**src/rtl/ovs_pkg.sv**
```systemverilog
package ovs_pkg;
  localparam int SH_W    = 4;
  localparam int RSH_MAX = 10;

  typedef enum logic [1:0] {
    ST_IDLE = 2'd0,
    ST_REQ  = 2'd1,
    ST_WAIT = 2'd2,
    ST_TRIG = 2'd3
  } reg_state_e;

  function automatic logic [SH_W-1:0] clamp_rsh(input logic [SH_W-1:0] code);
    return (code > SH_W'(RSH_MAX)) ? SH_W'(RSH_MAX) : code;
  endfunction
endpackage

```
**src/rtl/ovs_scale.sv**
```systemverilog
module ovs_scale
  import ovs_pkg::*;
#(
  parameter int IN_W  = 22,
  parameter int OUT_W = 32
) (
  input  logic [IN_W-1:0]  in_val,
  input  logic [SH_W-1:0]  rsh,
  input  logic [SH_W-1:0]  lsh,
  output logic [OUT_W-1:0] out_val
);
  localparam int WIDE_W = IN_W + (1 << SH_W) - 1;

  logic [IN_W-1:0]   shifted_dn;
  logic [WIDE_W-1:0] wide;

  always_comb begin
    shifted_dn = in_val >> rsh;
    wide       = WIDE_W'(shifted_dn) << lsh;
  end

  generate
    if (OUT_W >= WIDE_W) begin : g_ext
      assign out_val = OUT_W'(wide);
    end else begin : g_trunc
      assign out_val = wide[OUT_W-1:0];
    end
  endgenerate
endmodule

```
**src/rtl/ovs_reg_ctrl.sv**
```systemverilog
module ovs_reg_ctrl
  import ovs_pkg::*;
#(
  parameter int SAMPLE_W = 12,
  parameter int RATIO_W  = 10,
  parameter int OUT_W    = 32
) (
  input  logic                clk,
  input  logic                rst,
  input  logic                cfg_en,
  input  logic [RATIO_W-1:0]  cfg_ratio,
  input  logic [SH_W-1:0]     cfg_rshift,
  input  logic [SH_W-1:0]     cfg_lshift,
  input  logic                cfg_trig_each,
  input  logic                cfg_restart,
  input  logic                trig_i,
  input  logic                inj_active_i,
  input  logic                inj_rise_i,
  input  logic                conv_valid_i,
  input  logic [SAMPLE_W-1:0] conv_data_i,
  output logic                conv_req_o,
  output logic                res_valid_o,
  output logic [OUT_W-1:0]    res_data_o,
  output logic                busy_o,
  output logic [RATIO_W-1:0]  cnt_o,
  output logic [RATIO_W-1:0]  ratio_o
);
  localparam int ACC_W = SAMPLE_W + RATIO_W;

  reg_state_e         state_q;
  logic [RATIO_W-1:0] cnt_q, ratio_q;
  logic [ACC_W-1:0]   acc_q, sum;
  logic [SH_W-1:0]    rsh_q, lsh_q;
  logic               each_q, restart_q;
  logic               req_q, vld_q;
  logic [OUT_W-1:0]   res_q, scaled;
  logic               last_sample, take_sample;

  always_comb begin
    sum         = acc_q + ACC_W'(conv_data_i);
    last_sample = (cnt_q == ratio_q);
    take_sample = conv_valid_i && !inj_active_i;
  end

  ovs_scale #(.IN_W(ACC_W), .OUT_W(OUT_W)) u_scale (
    .in_val (sum),
    .rsh    (rsh_q),
    .lsh    (lsh_q),
    .out_val(scaled)
  );

  always_ff @(posedge clk) begin
    if (rst) begin
      state_q   <= ST_IDLE;
      cnt_q     <= '0;
      ratio_q   <= '0;
      acc_q     <= '0;
      rsh_q     <= '0;
      lsh_q     <= '0;
      each_q    <= 1'b0;
      restart_q <= 1'b0;
      req_q     <= 1'b0;
      vld_q     <= 1'b0;
      res_q     <= '0;
    end else begin
      req_q <= 1'b0;
      vld_q <= 1'b0;
      if (state_q == ST_IDLE) begin
        if (trig_i) begin
          ratio_q   <= cfg_en ? cfg_ratio : '0;
          rsh_q     <= cfg_en ? clamp_rsh(cfg_rshift) : '0;
          lsh_q     <= cfg_lshift;
          each_q    <= cfg_trig_each;
          restart_q <= cfg_restart;
          acc_q     <= '0;
          cnt_q     <= '0;
          state_q   <= ST_REQ;
        end
      end else if (inj_rise_i) begin
        // injected sequence begins: pending conversion is lost
        if (restart_q) begin
          acc_q   <= '0;
          cnt_q   <= '0;
          state_q <= each_q ? ST_TRIG : ST_REQ;
        end else if (state_q == ST_WAIT) begin
          state_q <= ST_REQ;
        end
      end else begin
        case (state_q)
          ST_REQ: begin
            if (!inj_active_i) begin
              req_q   <= 1'b1;
              state_q <= ST_WAIT;
            end
          end
          ST_WAIT: begin
            if (take_sample) begin
              if (last_sample) begin
                vld_q   <= 1'b1;
                res_q   <= scaled;
                state_q <= ST_IDLE;
              end else begin
                acc_q   <= sum;
                cnt_q   <= cnt_q + RATIO_W'(1);
                state_q <= each_q ? ST_TRIG : ST_REQ;
              end
            end
          end
          ST_TRIG: begin
            if (trig_i && !inj_active_i) state_q <= ST_REQ;
          end
          default: state_q <= ST_IDLE;
        endcase
      end
    end
  end

  assign conv_req_o  = req_q;
  assign res_valid_o = vld_q;
  assign res_data_o  = res_q;
  assign busy_o      = (state_q != ST_IDLE);
  assign cnt_o       = cnt_q;
  assign ratio_o     = ratio_q;
endmodule

```
**src/rtl/ovs_inj_path.sv**
```systemverilog
module ovs_inj_path
  import ovs_pkg::*;
#(
  parameter int SAMPLE_W = 12,
  parameter int RATIO_W  = 10,
  parameter int OUT_W    = 32
) (
  input  logic                clk,
  input  logic                rst,
  input  logic                cfg_en,
  input  logic [RATIO_W-1:0]  cfg_ratio,
  input  logic [SH_W-1:0]     cfg_rshift,
  input  logic [SH_W-1:0]     cfg_lshift,
  input  logic                inj_active_i,
  input  logic                inj_rise_i,
  input  logic                conv_valid_i,
  input  logic [SAMPLE_W-1:0] conv_data_i,
  output logic                res_valid_o,
  output logic [OUT_W-1:0]    res_data_o
);
  localparam int ACC_W = SAMPLE_W + RATIO_W;

  logic               en_q;
  logic [RATIO_W-1:0] ratio_q, cnt_q;
  logic [SH_W-1:0]    rsh_q, lsh_q;
  logic [ACC_W-1:0]   acc_q;
  logic               vld_q;
  logic [OUT_W-1:0]   res_q;

  // effective settings: a sequence start uses the live configuration
  logic               eff_en;
  logic [RATIO_W-1:0] eff_ratio, base_cnt;
  logic [SH_W-1:0]    eff_rsh, eff_lsh, sc_rsh;
  logic [ACC_W-1:0]   base_acc, sum, sc_in;
  logic [OUT_W-1:0]   scaled;

  always_comb begin
    eff_en    = inj_rise_i ? cfg_en : en_q;
    eff_ratio = inj_rise_i ? cfg_ratio : ratio_q;
    eff_rsh   = inj_rise_i ? clamp_rsh(cfg_rshift) : rsh_q;
    eff_lsh   = inj_rise_i ? cfg_lshift : lsh_q;
    base_acc  = inj_rise_i ? '0 : acc_q;
    base_cnt  = inj_rise_i ? '0 : cnt_q;
    sum       = base_acc + ACC_W'(conv_data_i);
    sc_in     = eff_en ? sum : ACC_W'(conv_data_i);
    sc_rsh    = eff_en ? eff_rsh : '0;
  end

  ovs_scale #(.IN_W(ACC_W), .OUT_W(OUT_W)) u_scale (
    .in_val (sc_in),
    .rsh    (sc_rsh),
    .lsh    (eff_lsh),
    .out_val(scaled)
  );

  always_ff @(posedge clk) begin
    if (rst) begin
      en_q    <= 1'b0;
      ratio_q <= '0;
      rsh_q   <= '0;
      lsh_q   <= '0;
      cnt_q   <= '0;
      acc_q   <= '0;
      vld_q   <= 1'b0;
      res_q   <= '0;
    end else begin
      vld_q <= 1'b0;
      if (inj_rise_i) begin
        en_q    <= cfg_en;
        ratio_q <= cfg_ratio;
        rsh_q   <= clamp_rsh(cfg_rshift);
        lsh_q   <= cfg_lshift;
        cnt_q   <= '0;
        acc_q   <= '0;
      end
      if (conv_valid_i && inj_active_i) begin
        if (!eff_en) begin
          vld_q <= 1'b1;
          res_q <= scaled;
        end else if (base_cnt == eff_ratio) begin
          vld_q <= 1'b1;
          res_q <= scaled;
          cnt_q <= '0;
          acc_q <= '0;
        end else begin
          cnt_q <= base_cnt + RATIO_W'(1);
          acc_q <= sum;
        end
      end
    end
  end

  assign res_valid_o = vld_q;
  assign res_data_o  = res_q;
endmodule

```
**src/rtl/ovs_accum.sv**
```systemverilog
module ovs_accum
  import ovs_pkg::*;
#(
  parameter int SAMPLE_W = 12,
  parameter int RATIO_W  = 10,
  parameter int OUT_W    = 32
) (
  input  logic                clk,
  input  logic                rst,
  input  logic                cfg_reg_en,
  input  logic                cfg_inj_en,
  input  logic [RATIO_W-1:0]  cfg_ratio,
  input  logic [SH_W-1:0]     cfg_rshift,
  input  logic [SH_W-1:0]     cfg_lshift,
  input  logic                cfg_trig_each,
  input  logic                cfg_restart,
  input  logic                trig_i,
  input  logic                inj_active_i,
  input  logic                conv_valid_i,
  input  logic [SAMPLE_W-1:0] conv_data_i,
  output logic                conv_req_o,
  output logic                reg_valid_o,
  output logic [OUT_W-1:0]    reg_data_o,
  output logic                inj_valid_o,
  output logic [OUT_W-1:0]    inj_data_o
);
  logic               inj_q;
  logic               inj_rise;
  logic               reg_busy;
  logic [RATIO_W-1:0] reg_cnt, reg_ratio;

  always_ff @(posedge clk) begin
    if (rst) inj_q <= 1'b0;
    else     inj_q <= inj_active_i;
  end

  assign inj_rise = inj_active_i & ~inj_q;

  ovs_reg_ctrl #(.SAMPLE_W(SAMPLE_W), .RATIO_W(RATIO_W), .OUT_W(OUT_W)) u_reg (
    .clk          (clk),
    .rst          (rst),
    .cfg_en       (cfg_reg_en),
    .cfg_ratio    (cfg_ratio),
    .cfg_rshift   (cfg_rshift),
    .cfg_lshift   (cfg_lshift),
    .cfg_trig_each(cfg_trig_each),
    .cfg_restart  (cfg_restart),
    .trig_i       (trig_i),
    .inj_active_i (inj_active_i),
    .inj_rise_i   (inj_rise),
    .conv_valid_i (conv_valid_i),
    .conv_data_i  (conv_data_i),
    .conv_req_o   (conv_req_o),
    .res_valid_o  (reg_valid_o),
    .res_data_o   (reg_data_o),
    .busy_o       (reg_busy),
    .cnt_o        (reg_cnt),
    .ratio_o      (reg_ratio)
  );

  ovs_inj_path #(.SAMPLE_W(SAMPLE_W), .RATIO_W(RATIO_W), .OUT_W(OUT_W)) u_inj (
    .clk         (clk),
    .rst         (rst),
    .cfg_en      (cfg_inj_en),
    .cfg_ratio   (cfg_ratio),
    .cfg_rshift  (cfg_rshift),
    .cfg_lshift  (cfg_lshift),
    .inj_active_i(inj_active_i),
    .inj_rise_i  (inj_rise),
    .conv_valid_i(conv_valid_i),
    .conv_data_i (conv_data_i),
    .res_valid_o (inj_valid_o),
    .res_data_o  (inj_data_o)
  );
endmodule

```
**config.mk**
```make
export PLATFORM = sky130hd
export DESIGN_NAME = ovs_accum
export DESIGN_NICKNAME = d
export VERILOG_FILES = /design/src/rtl/ovs_pkg.sv /design/src/rtl/ovs_scale.sv /design/src/rtl/ovs_reg_ctrl.sv /design/src/rtl/ovs_inj_path.sv /design/src/rtl/ovs_accum.sv
export SDC_FILE = /design/constraint.sdc
export NUM_CORES = 1
export LEC_CHECK = 0
export ABC_CLOCK_PERIOD_IN_PS = 6400
export BUFFER_PORTS_ARGS = -buffer_cell sky130_fd_sc_hd__buf_4
export CAP_MARGIN = 20
export CORE_UTILIZATION = 55
export CTS_BUF_LIST = sky130_fd_sc_hd__clkbuf_8
export CTS_CLUSTER_DIAMETER = 40
export CTS_CLUSTER_SIZE = 12
export DETAILED_ROUTE_END_ITERATION = 10
export GPL_TIMING_DRIVEN = 0
export HOLD_SLACK_MARGIN = 0.12
export PLACE_DENSITY = 0.74
export RECOVER_POWER = 50
export SYNTH_ARGS = -nofsm -noshare
export SYNTH_HDL_FRONTEND = slang
export SYNTH_HIERARCHICAL = 1
export SYNTH_SLANG_ARGS = --single-unit
```
**constraint.sdc**
```tcl
create_clock -name clk -period 6.4 [get_ports clk]
set_clock_uncertainty 0.2 [all_clocks]
set_input_delay 0 -clock clk [delete_from_list [all_inputs] [get_ports clk]]
set_output_delay 0 -clock clk [all_outputs]
set_load 0.1 [all_outputs]
```
==> results.ini, run 1 <==
[clocking]
clk_path_buf_depth=2
clkSinkCount=173
ctsHtreeMaxLevel=4
cts_tree=yes
cts_buffers=17
clk-insertion-delay-late_ns=0.48
clk_pin_slew_ns=0.09
cts_root_buf=clkbuf_8

[sta]
hold_viol_final=0
setup_viol=0
fmax_mhz=163
post-route-min-period_ns=6.14
layout_setup_ws_ns=0.263
period_share=0.959
tightest_slew_ns=1.86
relSlewSlack=-0.253
slew_viol_final=7
hold_ws_ns=0.157
rsz0062_at_grt=false
fin_setup_tns_ns=0

[finish]
layout.nets=1870
fin_area_mm2=0.0157
drive_gt1_frac=0.122
area_growth_pct=12.9
final_cell_mix=nor2_1 (204), dfxtp_1 (173), mux2i_1 (140), nand2_1 (140), clkbuf_1 (130)
antenna_cells=0
fillers=2240
final_util=0.639
instances_no_fill=2139
final_common_cell=nor2_1

[setup_path]
crit_chain=nor2b_4, buf_6, clkbuf_2, buf_2, nand2b_1, inv_1, ha_1, a21oi_1, nand4b_1, a211o_1, a21boi_2, nand3_1, a21oi_2, mux2i_1, mux4_2, and2_4, or3_1, mux4_2, a21oi_1, mux2i_1, nor2_1
crit_fanout=16
path_class=register to register
r2r_start=inj_q
crit_required_ns=6.60
endpoint=u_inj/res_data_o[24]
startpoint=inj_q
r2r-end=u_inj/res_data_o[24]
r2r_slack_ns=0.26
arrival_ns=6.34
cp-start-kind=register
cp_slowest_cell=mux4_2
end_kind=register
slowest_delay_ns=0.60
reg2reg_depth=21

[synth]
syn_inst=1627
synth.net_count=1694
synth_area_mm2=0.0139
avgSynthCellArea_um2=8.54
ys_warn_count=6

[detailed_routing]
totalWireLength_mm=43.4
drt-pass1-iter-count=6
avgRoutedWirePerCell_um=20.3
drc=0
vias_per_cell=6.53
first_iter_violations=1768
ant_nets=0
vias=14000

[placement]
port_buffers=105
dpl.hpwl_mm=32.8
pre_cts_ws_ns=-0.774
placed_area_mm2=0.0151
gp_congestion=0.958
dp.cells=2056

[floorplanning]
fp.dieH_um=161
dieArea_mm2=0.0259
dieWidth_um=161
core-area_mm2=0.0245
initial_core_util=0.567
num_rows=57
pin_count=106

[global_route]
grt_pass1_vias=13200
overflow=0
grt_usage=0.332
grt_first_pass_wirelength_mm=69.7
grt_max_degree=17
grtUsageMet1=0.441
antenna_found_initial=0
use_met3=0.0416
groute.layer.met2.usage=0.556
busiest_layer=met2

[outcome]
status=complete, but fails checks
violations=capacitance limit, slew limit

[worst_hold_path]
min_path_type=input port to register

[power]
power_density_mw_per_mm2=184
p_leak_nw=5.76
peakVddDrop_uv=132
finalPower_mw=2.88

[flow_run]
max_cap_violations=1

registers in the layout, indices dropped and copies added, names as in the netlist, 2 cells and up:
name and flops:
u_inj/rsh_q 4, u_reg/acc_q 22, u_reg/res_data_o 32, u_inj/ratio_q 10, u_reg/ratio_o 10, u_reg/state_q 2
u_reg/lsh_q 4, u_reg/rsh_q 4, u_inj/lsh_q 4, u_inj/cnt_q 10, u_reg/cnt_o 10, u_inj/res_data_o 32
u_inj/acc_q 22
timing repair:
item                                   in CTS  in global routing
endpoints found under the hold margin      91                  0
resized for setup                           8                  7
setup buffers                               0                  0
setup endpoints to repair                  31                 16
hold buffers                               51                  0
gates cloned                                0                  0
power breakdown:
| group | internal (mW) | switching (mW) |
|---|---|---|
| Clock | 0.306 | 0.434 |
| Sequential | 1.11 | 0.0227 |
| Combinational | 0.370 | 0.641 |
| Total | 1.78 | 1.10 |
layout make-up:
class | count | area, um^2 | share of cell area
Sequential cell | 173 | 3460 | 0.221
Clock inverter | 14 | 121 | 0.00774
Timing Repair Buffer | 158 | 1050 | 0.0672
Multi-Input combinational cell | 1306 | 9730 | 0.620
Tap cell | 324 | 405 | 0.0258
Buffer | 106 | 523 | 0.0333
Clock buffer | 17 | 234 | 0.0149
Inverter | 41 | 154 | 0.00981
how the worst min path moves through the flow:
stage                            start                to  slack, ns  cells past startpoint
after detailed placement           rst             inj_q       0.03                      2
after floorplan                    rst             inj_q      -0.14                      1
final                     cfg_ratio[1]  u_inj/ratio_q[1]       0.16                      4
after global routing      inj_active_i  u_reg/conv_req_o       0.16                      3
after global placement             rst             inj_q       0.02                      2
after CTS                 cfg_ratio[3]  u_inj/ratio_q[3]       0.12                      4
critical path, delay by kind of cell (launching register included):
family          cells  cell delay, ns
fa+ha+maj           1            0.27
compound gates      5            1.40
simple gates        7            1.55
buf+inv             4            0.92
flops               1            0.33
mux                 4            1.39
per-layer routing:
layer,vias to the layer above,share of wire
met3,100,0.065
met2,619,0.48
met4,0,0.029
met5,-,0
li1,6472,-
met1,6769,0.42
Power figures use the tool's default switching activity.
==> run 2: changes to the inputs <==
--- a/config.mk
+++ b/config.mk
@@ -5,6 +5,7 @@
 export SDC_FILE = /design/constraint.sdc
 export NUM_CORES = 1
 export LEC_CHECK = 0
+export ABC_AREA = 1
 export ABC_CLOCK_PERIOD_IN_PS = 6400
 export BUFFER_PORTS_ARGS = -buffer_cell sky130_fd_sc_hd__buf_4
 export CAP_MARGIN = 20
==> results.ini, run 2 <==
[outcome]
status=finished, final reports clean  ; was complete, but fails checks

[setup_path]
cp-start-kind=input port  ; was register
end_kind=register  ; unchanged
crit_required_ns=6.62  ; was 6.60 ns
crit_fanout=10  ; was 16
slowest_delay_ns=0.59  ; was 0.60 ns
critical_path.most_common_cell=nand2_1
crit_buf_inv=9  ; was 4
cp_slowest_cell=dlygate4sd3_1  ; was mux4_2
critPathTopFamily=buffers and inverters  ; was simple AND/OR/NAND/NOR gates
path_class=input port to register  ; was register to register
arrival_ns=6.12  ; was 6.34 ns

[placement]
dp.cells=3070  ; was 2056
dpl.hpwl_mm=39.0  ; was 32.8 mm
gp_congestion=0.995  ; was 0.958
port_buffers=105  ; unchanged

[synth]
syn_inst=2630  ; was 1627
ys_ff_latch=173
yosys.area.top_type_share=0.238
synth_most_common_cell=nand2_1
synth.net_count=2697  ; was 1694
yosys.area.top_type=dfxtp_1
synth_seq_area_share=0.238
avgSynthCellArea_um2=5.53  ; was 8.54 um^2
synthTopCellsByCount=nand2_1 (834), nand3_1 (588), inv_1 (264)
yosys-top-cells-area=dfxtp_1 (24%), nand2_1 (22%), nand3_1 (20%)
synth_edf_count=0
synth_area_mm2=0.0146  ; was 0.0139 mm^2
ys_warn_count=6  ; unchanged
async_flop_share=0
yosysUniqueCellTypes=44
synth_flop_cell=dfxtp_1

[floorplanning]
core-area_mm2=0.0260  ; was 0.0245 mm^2
dieArea_mm2=0.0271  ; was 0.0259 mm^2
fp.dieH_um=165  ; was 161 um
pin_count=106  ; unchanged
num_rows=59  ; was 57
initial_core_util=0.560  ; was 0.567
dieWidth_um=165  ; was 161 um

[power]
p_switching_mw=1.95  ; was 1.10 mW
switching_share=0.493  ; was 0.381
power.share.combinational=0.488  ; was 0.351
power_density_mw_per_mm2=238  ; was 184 mW/mm^2
peakVddDrop_uv=126  ; was 132 uV
p_leak_nw=7.79  ; was 5.76 nW
pwr-share-clk=0.207  ; was 0.257
p_int_mw=2.00  ; was 1.78 mW
sequentialPowerShare=0.305  ; was 0.392

[detailed_routing]
ant_nets=0  ; unchanged
totalWireLength_mm=51.4  ; was 43.4 mm
avgRoutedWirePerCell_um=16.2  ; was 20.3 um
vias_per_cell=5.77  ; was 6.53
drc=0  ; unchanged
first_iter_violations=2348  ; was 1768
vias=18300  ; was 14000
drt-pass1-iter-count=9  ; was 6

[finish]
layout.nets=2896  ; was 1870
drive_gt1_frac=0.0542  ; was 0.122
instances_no_fill=3179  ; was 2139
final_cell_mix=nand2_1 (835), nand3_1 (588), inv_1 (266)  ; was nor2_1 (204), dfxtp_1 (173), mux2i_1 (140), nand2_1 (140), clkbuf_1 (130)
final_common_cell=nand2_1  ; was nor2_1
fillers=2645  ; was 2240
area_growth_pct=14.0  ; was 12.9%

[clocking]
ctsHoldBuffers=75  ; was 51
ctsHtreeMaxLevel=4  ; unchanged
cts_tree=yes  ; unchanged
cts_root_buf=clkbuf_8  ; unchanged
cts_buffers=17  ; unchanged
clkSinkCount=173  ; unchanged
clk_path_buf_depth=2  ; unchanged
cts_setup_buffers=0  ; unchanged
ctsResizeCount=0  ; was 8
clk-insertion-delay-late_ns=0.49  ; was 0.48 ns
clk_pin_slew_ns=0.11  ; was 0.09 ns

[sta]
rsz0062_at_grt=false  ; unchanged
period_share=0.923  ; was 0.959
slew_viol_final=0  ; was 7
tightest_slew_ns=1.26  ; was 1.86 ns
hold_viol_final=0  ; unchanged
fin_setup_tns_ns=0  ; unchanged
relSlewSlack=0.166  ; was -0.253
fmax_mhz=169  ; was 163 MHz
post-route-min-period_ns=5.91  ; was 6.14 ns
setup_viol=0  ; unchanged

[global_route]
antenna_found_initial=1  ; was 0
grt_max_degree=19  ; was 17
grt_pass1_vias=16400  ; was 13200
grt_usage=0.377  ; was 0.332
grt_first_pass_wirelength_mm=81.1  ; was 69.7 mm
overflow=0  ; unchanged

[worst_hold_path]
min_path_type=input port to register  ; unchanged

[flow_run]
max_cap_violations=0  ; was 1

-- run 2: worst paths after layout --
path | endpoint | from | slack (ns) | cells after the start
hold / removal | u_inj/lsh_q[0] | cfg_lshift[0] | 0.20 | 4
setup / recovery | u_inj/res_data_o[18] | inj_active_i | 0.49 | 32
hold reg to reg | u_reg/res_data_o[27] | u_reg/res_data_o[27] | 0.25 | 2
setup reg to reg | u_inj/res_data_o[18] | inj_q | 1.11 | 28
-- run 2: cell families (layout without fill, tap and decap cells) --
| kind of cell | count (synthesis) | in the layout | synth area share |
|---|---|---|---|
| buf+inv | 420 | 632 | 0.120 |
| simple gates | 1728 | 1728 | 0.513 |
| other cells | 0 | 2 | 0 |
| fa+ha+maj | 28 | 28 | 0.0251 |
| xor+xnor | 21 | 21 | 0.0126 |
| flops | 173 | 173 | 0.238 |
| compound gates | 260 | 260 | 0.0916 |
-- run 2: final cells by class --
cell class | count | area, um^2 | area share
multi-input combinational | 2037 | 9310 | 0.561
sequential | 173 | 3460 | 0.209
timing repair buffer | 180 | 1280 | 0.0773
inverter | 282 | 1060 | 0.0640
buffer | 138 | 661 | 0.0398
tap | 335 | 419 | 0.0253
clock buffer | 18 | 248 | 0.0149
clock inverter | 14 | 145 | 0.00874
antenna | 2 | 5.00 | 0.000302
-- run 2: power by group through the flow --
| stage | sequential [mW] | combinational [mW] | clock, mW |
|---|---|---|---|
| 3_3_place_gp | 1.23 | 1.82 | 0 |
| 6_report | 1.20 | 1.93 | 0.820 |
| 3_5_place_dp | 1.23 | 1.83 | 0 |
| 4_1_cts | 1.20 | 1.90 | 0.829 |
| 5_1_grt | 1.21 | 2.12 | 0.867 |
| 2_1_floorplan | 1.40 | 1.21 | 0 |
-- run 2: routing by layer --
metal | wire, um | vias up | share of wire | GRT usage
li1 | - | 8925 | - | -
met1 | 22300 | 8348 | 0.43 | 0.503
met2 | 22900 | 930 | 0.44 | 0.605
met3 | 4390 | 146 | 0.085 | 0.0535
met4 | 1870 | 0 | 0.036 | 0.158
met5 | 0 | - | 0 | 0
-- run 2: worst register-to-register path: cells and delay by family (launching register included) --
| kind | cells | cell delay (ns) |
|---|---|---|
| AND/OR/NAND/NOR | 19 | 2.26 |
| adder cells (fa/ha/maj) | 1 | 0.34 |
| buffers and inverters | 5 | 1.28 |
| AO/OA/AOI/OAI | 3 | 0.82 |
| flip-flops | 1 | 0.32 |
-- run 2: per-stage QoR --
step                      area [um^2]   util  setup WS [ns]  hold WS [ns]  power (mW)
final                           16600  0.639          0.492         0.202        3.95
after detailed placement        15800  0.607           1.34        0.0665        3.06
after floorplan                 14600      -           2.54        -0.128        2.61
after global placement          15800  0.607           1.37        0.0524        3.04
after global routing            16600  0.639          0.166         0.202        4.20
after CTS                       16900  0.651          0.859         0.144        3.94
